--- config.mk ---
export PLATFORM = sky130hd
export DESIGN_NAME = rx_ring_steer
export DESIGN_NICKNAME = d
export VERILOG_FILES = /design/src/rtl/rx_ring_steer.sv
export SDC_FILE = /design/constraint.sdc
export NUM_CORES = 1
export LEC_CHECK = 0
export BUFFER_PORTS_ARGS = -buffer_cell sky130_fd_sc_hd__buf_2
export CELL_PAD_IN_SITES_DETAIL_PLACEMENT = 2
export CELL_PAD_IN_SITES_GLOBAL_PLACEMENT = 2
export CORE_MARGIN = 5
export CORE_UTILIZATION = 38
export CTS_BUF_LIST = sky130_fd_sc_hd__clkbuf_2 sky130_fd_sc_hd__clkbuf_4 sky130_fd_sc_hd__clkbuf_8
export DETAILED_ROUTE_END_ITERATION = 12
export PLACE_DENSITY_LB_ADDON = 0.1
export SLEW_MARGIN = 0
export SYNTH_ARGS = -nofsm -noshare
export SYNTH_HDL_FRONTEND = slang
export SYNTH_SLANG_ARGS = --single-unit
--- constraint.sdc ---
create_clock -name clk -period 10.4 [get_ports clk]
set_input_delay 0.52 -clock clk [delete_from_list [all_inputs] [get_ports clk]]
set_output_delay 0.52 -clock clk [all_outputs]
set_load 0.05 [all_outputs]
--- src/rtl/rx_ring_steer.sv ---
module rx_ring_steer #(
  parameter int NRINGS      = 4,
  parameter int LOCAL_RING  = 1,
  parameter int DEPTH       = 8,
  parameter int LEN_W       = 16,
  parameter int OCC_W       = 20,
  parameter int HI_THR      = 4096,
  parameter int LO_THR      = 1024,
  parameter int TICK_CYCLES = 32,
  parameter int CNT_W       = 16,
  localparam int RID_W = $clog2(NRINGS),
  localparam int PTR_W = $clog2(DEPTH) + 1,
  localparam int TK_W  = $clog2(TICK_CYCLES)
) (
  input  logic             clk,
  input  logic             rst_n,
  input  logic             in_valid,
  output logic             in_ready,
  input  logic [LEN_W-1:0] in_len,
  output logic             out_valid,
  input  logic             out_ready,
  output logic [RID_W-1:0] out_ring,
  output logic [31:0]      out_seq,
  output logic [LEN_W-1:0] out_len,
  input  logic             rate_we,
  input  logic [OCC_W-1:0] rate_bytes,
  input  logic             head_we,
  input  logic [RID_W-1:0] head_ring,
  input  logic [PTR_W-1:0] head_ptr,
  output logic [OCC_W-1:0] occ_est,
  output logic             remote_mode,
  output logic [CNT_W-1:0] drop_cnt
);
  localparam int SUM_W = OCC_W + 2;
  localparam logic [OCC_W-1:0] HI_V  = OCC_W'(HI_THR);
  localparam logic [OCC_W-1:0] LO_V  = OCC_W'(LO_THR);
  localparam logic [SUM_W-1:0] MAX_V = SUM_W'({OCC_W{1'b1}});
  localparam logic [RID_W-1:0] LOC_V = RID_W'(LOCAL_RING);

  logic [PTR_W-1:0] head_q [NRINGS];
  logic [PTR_W-1:0] tail_q [NRINGS];
  logic [NRINGS-1:0] full;
  logic [OCC_W-1:0] occ_q, rate_q;
  logic [TK_W-1:0]  tk_q;
  logic [RID_W-1:0] rr_q, rem_pick, target;
  logic [31:0]      seq_q;
  logic             remote_q, rem_hit, use_local, drop, accept, enq, tick;
  logic [SUM_W-1:0] sum_a, sum_b;

  for (genvar g = 0; g < NRINGS; g++) begin : g_full
    assign full[g] = (tail_q[g] - head_q[g]) == PTR_W'(DEPTH);
  end

  always_comb begin
    rem_hit  = 1'b0;
    rem_pick = LOC_V;
    for (int k = 1; k <= NRINGS; k++) begin
      int idx;
      idx = int'(rr_q) + k;
      if (idx >= NRINGS) idx = idx - NRINGS;
      if (!rem_hit && idx != LOCAL_RING && !full[idx]) begin
        rem_hit  = 1'b1;
        rem_pick = RID_W'(idx);
      end
    end
  end

  assign use_local = !full[LOCAL_RING] && (!remote_q || !rem_hit);
  assign drop      = !use_local && !rem_hit;
  assign target    = use_local ? LOC_V : rem_pick;
  assign in_ready  = !out_valid || out_ready;
  assign accept    = in_valid && in_ready;
  assign enq       = accept && !drop;
  assign tick      = tk_q == TK_W'(TICK_CYCLES - 1);

  always_comb begin
    sum_a = SUM_W'(occ_q) + (enq ? SUM_W'(in_len) : '0);
    if (sum_a > MAX_V) sum_a = MAX_V;
    sum_b = sum_a;
    if (tick) sum_b = (sum_a >= SUM_W'(rate_q)) ? sum_a - SUM_W'(rate_q) : '0;
  end

  always_ff @(posedge clk or negedge rst_n) begin
    if (!rst_n) begin
      occ_q     <= '0;
      rate_q    <= '0;
      tk_q      <= '0;
      remote_q  <= 1'b0;
      rr_q      <= LOC_V;
      seq_q     <= '0;
      drop_cnt  <= '0;
      out_valid <= 1'b0;
      out_ring  <= '0;
      out_seq   <= '0;
      out_len   <= '0;
      for (int i = 0; i < NRINGS; i++) begin
        head_q[i] <= '0;
        tail_q[i] <= '0;
      end
    end else begin
      occ_q    <= sum_b[OCC_W-1:0];
      tk_q     <= tick ? '0 : tk_q + 1'b1;
      remote_q <= remote_q ? (occ_q >= LO_V) : (occ_q >= HI_V);
      if (rate_we) rate_q <= rate_bytes;
      if (head_we && int'(head_ring) < NRINGS) head_q[head_ring] <= head_ptr;
      if (accept && drop) drop_cnt <= drop_cnt + 1'b1;
      if (enq) begin
        tail_q[target] <= tail_q[target] + 1'b1;
        if (!use_local) rr_q <= target;
        seq_q     <= seq_q + 32'd1;
        out_valid <= 1'b1;
        out_ring  <= target;
        out_seq   <= seq_q;
        out_len   <= in_len;
      end else if (out_ready) begin
        out_valid <= 1'b0;
      end
    end
  end

  assign occ_est     = occ_q;
  assign remote_mode = remote_q;
endmodule

; Word-level counts from Yosys, hierarchy flattened
; Index checks and enable logic that the tools add are counted.
[classes]
n_addsub = 18
magnitude_cmp = 16
n_eq_ne = 9
muxes = 42
bitwise = 3
reduce_logical = 31
[op_table]
columns = cell, n
row1 = $lt A32 B4 Y1 const B, 4
row2 = $mux W32, 4
row3 = $ne A32 B2 Y1 const B, 4
row4 = $mux W20, 2
row5 = $add A32 B1 Y32 const B, 1
row6 = $bwmux W16, 2
row7 = $add A20 B16 Y21, 1
row8 = $ge A21 B20 Y1, 1
row9 = $gt A21 B20 Y1 const B, 1
row10 = $mux W21, 1
row11 = $ge A20 B11 Y1 const B, 1
row12 = $ge A20 B13 Y1 const B, 1
row13 = $sub A20 B20 Y20, 1
row14 = $add A16 B1 Y16 const B, 1
row15 = $demux W4 S2, 2
row16 = $eq A4 B4 Y1 const B, 4
row17 = $mux W16, 1
row18 = $mux W4, 4
row19 = $sub A4 B4 Y4, 4
row20 = $ge A3 B3 Y1 const B, 5
row21 = $mux W1, 15
row22 = $logic_and A1 B1 Y1, 14
row23 = $logic_not A1 Y1, 13
row24 = $sub A3 B3 Y4 const B, 3
row25 = other kinds (18), 29
[word_totals]
reg_bits = 179
input_bits = 48
word_cells = 138

; Longest topological paths before layout
; Gate-level depths: netlist of run 1.
[depth]
word_depth = 35
depth_mapped = 37

; Least setup slack after synthesis of run 1
; Ideal clock, no wire load.
[synth_timing]
kind = reg-to-reg
from = register rr_q[0]
to = register occ_q[1], in the netlist occ_est[1]
setup_time_ns = 0.141
arrival_time_ns = 8.194
required_ns = 10.259
setup_slack_ns = 2.065
stages_incl_launch_ff = 36
n_path_buf = 3
synth_period_minus_slack_ns = 8.335
cell_sequence = dfstp_2 > clkinv_1 > ha_1 > inv_1 > nor2_1 > a221oi_1 > a21oi_1 > and4_2 > a21oi_1 > clkbuf_1 > nand2_1 > fa_1 > nor2b_1 > o21ai_0 > a21boi_0 > o21ai_0 > a21boi_0 > o2111ai_1 > a31oi_1 > o2111ai_1 > a21oi_1 > clkbuf_1 > nand2b_1 > ha_1 > nor2b_1 > o21ai_0 > a21oi_1 > o21ai_0 > nand2b_1 > a21oi_1 > o311ai_0 > a31o_2 > a221o_1 > o221ai_1 > clkbuf_1 > o22ai_1
[synth_via]
elab_chain_len = 35
word_cells_on_any_way = 65
[synth_lines]
columns = element, line
row1 = start: declaration, 45  ; logic [RID_W-1:0] rr_q, rem_pick, target;
row2 = start signal: assignment, 109  ; if (!use_local) rr_q <= target;
row3 = $add A2 B1 Y3, 59  ; idx = int'(rr_q) + k;
row4 = $sub A3 B3 Y4 / $ge A3 B3 Y1 (equally long branches), 60  ; if (idx >= NRINGS) idx = idx - NRINGS;
row5 = $mux W32, 60
row6 = $bmux W1 S2, 61  ; if (!rem_hit && idx != LOCAL_RING && !full[idx]) begin
row7 = $mux W1 (implied by the code) (2 in a row), 61
row8 = $logic_not A1 Y1, 61
row9 = $logic_and A1 B1 Y1, 61
row10 = $mux W1, 61
row11 = (+19 left out), --
row12 = $mux W16 (*), 77  ; sum_a = SUM_W'(occ_q) + (enq ? SUM_W'(in_len) : '0);
row13 = $add A20 B16 Y21 (*), 77
row14 = $gt A21 B20 Y1, 78  ; if (sum_a > MAX_V) sum_a = MAX_V;
row15 = $mux W21 (*), 78
row16 = $sub A20 B20 Y20 / $ge A21 B20 Y1 (equally long branches), 80  ; if (tick) sum_b = (sum_a >= SUM_W'(rate_q)) ? sum_a - SUM_W'(rate_q) : '0;
row17 = $mux W20, 80
row18 = $mux W20 (*), 80
row19 = via sum_b[1], 48  ; logic [SUM_W-1:0] sum_a, sum_b;
row20 = end signal: assignment, 101  ; occ_q <= sum_b[OCC_W-1:0];
row21 = end: declaration, 43  ; logic [OCC_W-1:0] occ_q, rate_q;
; Mark *: on every way through the listed nets, which the timed path passes. The rest lies on a longest branch. The select of a mux whose other input is x is not followed.
; A chain may end at the register's enable or synchronous reset.

; Worst setup path after layout of run 1
[layout_timing]
from = register rr_q[0]
to = register occ_q[9], in the netlist occ_est[9]
; Same word-level chain as after synthesis.

==> results.cfg, run 1 <==
[setup_path]
cp_slowest_cell = dfstp_2
reg2reg_from = rr_q[0]
rr_endpoint = occ_est[9]
start_kind = register
cp_data_arrival_time_ns = 9.70
reg2reg_depth = 35
setup.worst_path.end_class = register
crit_type = register to register
max_stage_delay_ns = 0.77
worstPathMaxFanout = 19
cp.required_ns = 10.73
r2r_slack_ns = 1.03

[layout]
final_cell_mix = 187 x nand2_1, 178 x dfrtp_1, 135 x buf_2, 62 x inv_1, 59 x o21ai_0
final_util_pct = 44.2
nNetsFinal = 1270
diodes = 0
layout-drive-gt1-share_pct = 19.9
syn_to_final_growth_pct = 15.3
layout_commonest_cell = nand2_1

[logic_synthesis]
ys_seq_area_share_pct = 45.0
syn_area_per_cell_um2 = 9.70
synth_edf_count = 0
syn_area_um2 = 9950
synth_top_flop_cell = dfrtp_1
synth.distinct_cells = 77
synth-async-reset-ratio_pct = 100
synth_nets = 1132
yosysWarnings = 0
syn_inst = 1025
synth_seq_cells = 179

[clock_network]
htree_levels = 4
numClockSinks = 179
cts-root-buf = clkbuf_8
cts_max_path_buffers = 2
cts_tree = done
path_clk_slew_ns = 0.11
post_cts_buffers = 0
cts_hold_buf = 0
cts_buffers = 17
clk_latency_ns = 0.47
cts.repair.resized = 0

[pwr]
p_per_area_nw_per_um2 = 317
p_leak_nw = 5.71
vdd_drop_max_uv = 149

[detailed_routing]
drtIter0Drc = 356
drtPass1Iterations = 4
drt.antenna.violating_nets = 0
avgViaCountPerCell = 5.31
drcViolationCount = 0
avgRoutedWirePerCell_um = 19.3
vias = 8027
wl_um = 29100

[place]
globalplace.congestion = 0.843
port_buffers = 136
hpwl_um = 22500

[worst_hold_path]
min-delay-path-class = primary input to async pin

[timing]
hold_viol_final = 0
rsz0062_at_grt = no
report.final.setup_viol = 0
clock.fmax_mhz = 107
period_needed_ns = 9.37
clock_skew_ns = 0.0209
drv_slew = 0
worstMarginPinSlew_ns = 1.01
max-slew-margin-rel_pct = 30.9
fin_setup_tns_ns = 0
min_period_over_period_pct = 90.1

[floorplanning]
core_area_um2 = 25900
die_area_um2 = 29500
initial_core_util_pct = 38.4
io_pins = 137
rows = 59
die_h_um = 172
dieWidth_um = 172

[outcome]
status = complete, no violations

[global_route]
antenna_found_initial = 2
grt_max_degree = 64
grt_pass1_vias = 8942
grt_pass1_wl_um = 47800
gr-total-overflow = 0
grt_usage_pct = 20.3

[flow_run]
max_cap_viol_count = 0
## critical path: cells and delay by family (launching register included)
kind / cells / cell delay (ns)
AOI/OAI and AO/OA: 20 / 5.03
adders and majority gates: 4 / 1.31
buffers and inverters: 4 / 0.90
DFF: 1 / 0.77
and+or+nand+nor: 7 / 1.20
## sequential cells by signal, indices dropped and copies added, names as in the netlist, 2 cells and up
name and cells:
tail_q 16, out_seq 32, occ_est 20, drop_cnt 16, seq_q 32, tk_q 5
out_len 16, rate_q 20, rr_q 2, head_q 16, out_ring 2
## cells in the mapped netlist (all sizes together), types with 5 or more instances
cell,number,area share (%)
nand2,187,7.1
dfrtp,178,45
inv,62,2.3
o21ai,61,3.1
ha,57,7.2
nor2,50,1.9
xnor2,49,4.3
a21oi,29,1.7
nand3,28,1.4
a21o,27,2.1
mux2,27,3.1
xor2,24,2.1
nand2b,22,1.4
clkbuf,21,0.79
and2,20,1.3
nand4,17,1.1
and3,16,1.0
o2bb2ai,13,1.1
nor3,12,0.70
a221oi,8,0.94
nor4,8,0.50
nor2b,7,0.44
mux2i,6,0.60
o31ai,6,0.45
or2,6,0.38
or3,6,0.44
a2111oi,5,0.63
a21boi,5,0.38
a311oi,5,0.44
o311ai,5,0.44
## per-layer routing
metal	vias up	routed length (um)	track usage [%]
li1	3843	-	-
met1	4037	13400	26.8
met2	119	14500	35.8
met3	26	892	2.99
met4	2	313	4.17
met5	-	20	0
## cell type report
type | count | area (um2)
Clock buffer | 18 | 241
Clock inverter | 14 | 189
Fill cell | 2852 | 14400
Inverter | 63 | 236
Multi-Input combinational cell | 759 | 5160
Sequential cell | 179 | 4480
Tap cell | 335 | 419
Timing Repair Buffer | 143 | 742
## power by group
group          switching [mW]  internal, mW
clock                   0.307         0.211
combinational            1.37         0.760
sequential              0.151         0.834
total                    1.83          1.80
## cell families after synthesis
logic type	synth area share [%]
mux	3.66
compound gates	14.8
xor+xnor	6.67
flops	45.0
fa+ha+maj	7.57
simple gates	18.9
buf+inv	3.33
## metrics by stage
stage	instances	instance area [um2]	setup slack, ns	hold WS, ns	power, mW
after floorplan	1025	9950	2.07	0.224	2.52
after global placement	1479	11000	1.42	0.448	3.05
after detailed placement	1479	11000	0.988	0.453	3.10
after CTS	1511	11500	0.950	0.00580	3.66
after global routing	1511	11500	0.137	0.0172	3.91
final	1511	11500	1.03	0.00271	3.63
## worst max path at each step
stage,start,to,slack [ns],cells past startpoint
finish,rr_q[0],occ_est[9],1.03,35
CTS,rr_q[0],occ_est[9],0.95,35
global route,rr_q[0],occ_est[9],0.14,35
global placement,rr_q[0],occ_est[1],1.42,35
detailed placement,rr_q[0],occ_est[0],0.99,35
floorplan,rr_q[0],occ_est[1],2.07,35
Note: power is estimated with default switching activity, not from simulation.
==> inputs of run 2 (changes only) <==
--- a/config.mk
+++ b/config.mk
@@ -5,13 +5,15 @@
 export SDC_FILE = /design/constraint.sdc
 export NUM_CORES = 1
 export LEC_CHECK = 0
+export ABC_AREA = 1
 export BUFFER_PORTS_ARGS = -buffer_cell sky130_fd_sc_hd__buf_2
 export CELL_PAD_IN_SITES_DETAIL_PLACEMENT = 2
 export CELL_PAD_IN_SITES_GLOBAL_PLACEMENT = 2
 export CORE_MARGIN = 5
-export CORE_UTILIZATION = 38
+export CORE_UTILIZATION = 35
 export CTS_BUF_LIST = sky130_fd_sc_hd__clkbuf_2 sky130_fd_sc_hd__clkbuf_4 sky130_fd_sc_hd__clkbuf_8
 export DETAILED_ROUTE_END_ITERATION = 12
+export GPL_ROUTABILITY_DRIVEN = 0
 export PLACE_DENSITY_LB_ADDON = 0.1
 export SLEW_MARGIN = 0
 export SYNTH_ARGS = -nofsm -noshare
==> run 2 against run 1 <==
  * First-iteration DRC count is 27% lower
  * Sequential share of layout area shrank 0.73 points
  * Power increased by 2.1%
  * Largest power group unchanged
  * Clock power is 1% higher
==> results.cfg, run 2 <==
[outcome]
status = complete, no violations

[timing]
hold_viol_final = 0
clock_skew_ns = 0.0314
min_period_over_period_pct = 79.8
rsz0062_at_grt = no
period_needed_ns = 8.29
clock.fmax_mhz = 121
max-slew-margin-rel_pct = 41.3
drv_slew = 0
report.final.setup_viol = 0
worstMarginPinSlew_ns = 0.881
fin_setup_tns_ns = 0

[logic_synthesis]
synth.most_common_cell = nand2_1
yosysTopAreaCell = dfrtp_1
synth-simple-area-share_pct = 24.4
yosys.area_share.xor_xnor_pct = 6.45
synth.distinct_cells = 51
syn_area_per_cell_um2 = 7.96
syn_inst = 1278
synth_nets = 1385
synth-async-reset-ratio_pct = 100
synth_top_area_share_pct = 43.8
synth_edf_count = 0
yosysWarnings = 0
ys_seq_area_share_pct = 44.0
synth_top_family_by_area = simple AND/OR/NAND/NOR gates
synth_mux_area_share_pct = 0.111
synth_compound_area_share_pct = 9.69
syn_area_um2 = 10200
synth-adder-area-share_pct = 7.40
ys_top_cells_by_count = 351 x nand2_1, 178 x dfrtp_1, 173 x inv_1
synth_top_flop_cell = dfrtp_1
synth_seq_cells = 179
synth_area_leaders = dfrtp_1 44%, nand2_1 13%, ha_1 7.0%, inv_1 6.4%, o21ai_0 5.2%

[layout]
fillers = 3411
final_cell_mix = 351 x nand2_1, 178 x dfrtp_1, 173 x inv_1, 135 x buf_2, 105 x o21ai_0
layout_commonest_cell = nand2_1
layout-drive-gt1-share_pct = 15.3
regArea_um2 = 4480
multi_input_area_um2 = 4890
stdcell_area_um2 = 11700
nNetsFinal = 1519
syn_to_final_growth_pct = 14.8
top_regs = out_seq x32, seq_q x32
diodes = 0

[pwr]
intPower_mw = 1.75
clock_power_share_pct = 14.2
p_leak_nw = 6.21
switching_power_mw = 1.95
seq_power_share_pct = 27.1
pwr-share-comb_pct = 58.8
vdd_drop_max_uv = 122
swShare_pct = 52.7
p_per_area_nw_per_um2 = 317

[clock_network]
cts_tree = done
htree_levels = 4
cts_buffers = 17
path_clk_slew_ns = 0.12
cts-root-buf = clkbuf_8
cts_max_path_buffers = 2
clk_latency_ns = 0.47
numClockSinks = 179

[floorplanning]
die_h_um = 181
die_area_um2 = 32600
dieWidth_um = 181
rows = 62
initial_core_util_pct = 35.5
core_area_um2 = 28700
io_pins = 137

[flow_run]
max_cap_viol_count = 0

[global_route]
gr-total-overflow = 0
antenna_found_initial = 0
grt_pass1_vias = 9983
grt_usage_pct = 19.9
grt_max_degree = 68
grt_pass1_wl_um = 53100

[setup_path]
max_stage_delay_ns = 0.59
worstPathMaxFanout = 67
cp_slowest_cell = inv_2
cp.required_ns = 10.72
start_kind = register
crit_top_cell = nand2_1
cp_data_arrival_time_ns = 8.62
crit_type = register to register
setup.worst_path.end_class = register

[place]
port_buffers = 136
place_area_um2 = 11200
hpwl_um = 24500

[detailed_routing]
drt.antenna.violating_nets = 0
vias = 8923
drtPass1Iterations = 4
drcViolationCount = 0
drtIter0Drc = 261
avgRoutedWirePerCell_um = 17.5
avgViaCountPerCell = 4.94
wl_um = 31600

[worst_hold_path]
min-delay-path-class = primary input to register
## run 2: cell types whose count changed in the layout (fill, tap and decap cells not counted), moves of 30 or more
cell,before,now
nand2_1,187,351
inv_1,62,173
o21ai_0,59,105
nand3_1,28,64
nor2_1,49,82
xor2_1,24,56
xnor2_1,49,19
## run 2: final timing paths
path	start	to	slack, ns	cells past startpoint
worst min-delay path	rate_bytes[16]	rate_q[16]	0.24	3
worst min register to register	tk_q[0]	tk_q[0]	0.47	1
worst max register to register	head_q[10]	occ_est[6]	2.11	43
max in group asynchronous	rst_n	tail_q[10]	8.55	3
worst max-delay path	head_q[10]	occ_est[6]	2.11	43
min in group asynchronous	rst_n	rate_q[17]	0.56	2
## run 2: cells by family (layout without fill, tap and decap cells)
family / after synthesis / after routing
AO/OA/AOI/OAI: 184 / 184
XOR/XNOR: 75 / 75
adder cells (fa/ha/maj): 59 / 59
buffers and inverters: 209 / 355
flip-flops: 179 / 179
multiplexers: 1 / 1
AND/OR/NAND/NOR: 571 / 571
## run 2: worst max-delay path, delay by kind of cell (launching register included)
kind	cells	cell delay, ns
DFF	1	0.36
adders and majority gates	3	1.16
and+or+nand+nor	23	3.22
AOI/OAI and AO/OA	13	2.47
buffers and inverters	4	0.89
## run 2: what timing repair did
item | 4_1_cts | 5_1_grt
hold buffers | 1 | 0
resized for setup | 0 | 0
setup endpoints to repair | 0 | 0
buffers inserted | 0 | 0
hold endpoints to repair | 24 | 0
## run 2: final cells by class
class	count	area share [%]
Clock buffer	17	2.00
Multi-Input combinational cell	890	41.8
Inverter	184	5.91
Timing Repair Buffer	140	6.18
Tap cell	384	4.11
Sequential cell	179	38.3
Clock inverter	14	1.63
## run 2: power groups by stage
| stage | registers [mW] | clock network, mW | logic, mW |
|---|---|---|---|
| 3_3_place_gp | 1.01 | 0 | 2.10 |
| 3_5_place_dp | 1.02 | 0 | 2.18 |
| 6_report | 1.00 | 0.525 | 2.18 |
| 5_1_grt | 1.03 | 0.579 | 2.44 |
| 4_1_cts | 1.01 | 0.550 | 2.21 |
| 2_1_floorplan | 1.24 | 0 | 1.34 |
## run 2: metal layers
metal / vias to the layer above / track usage (%) / wire length [um]
li1: 4314 / - / -
met1: 4457 / 26.1 / 14600
met2: 126 / 34.8 / 15600
met3: 26 / 3.31 / 1020
met4: 0 / 4.30 / 408
met5: - / 0 / 0
## run 2: through the flow
stage,utilization [%],std cells,power [mW],hold slack [ns],setup slack (ns)
3_3_place_gp,39.2,1776,3.12,0.446,2.57
2_1_floorplan,-,1278,2.58,0.224,3.81
3_5_place_dp,39.2,1776,3.20,0.452,2.06
4_1_cts,40.7,1808,3.77,0.214,1.97
6_report,40.7,1808,3.71,0.242,2.11
5_1_grt,40.7,1808,4.05,0.211,1.11
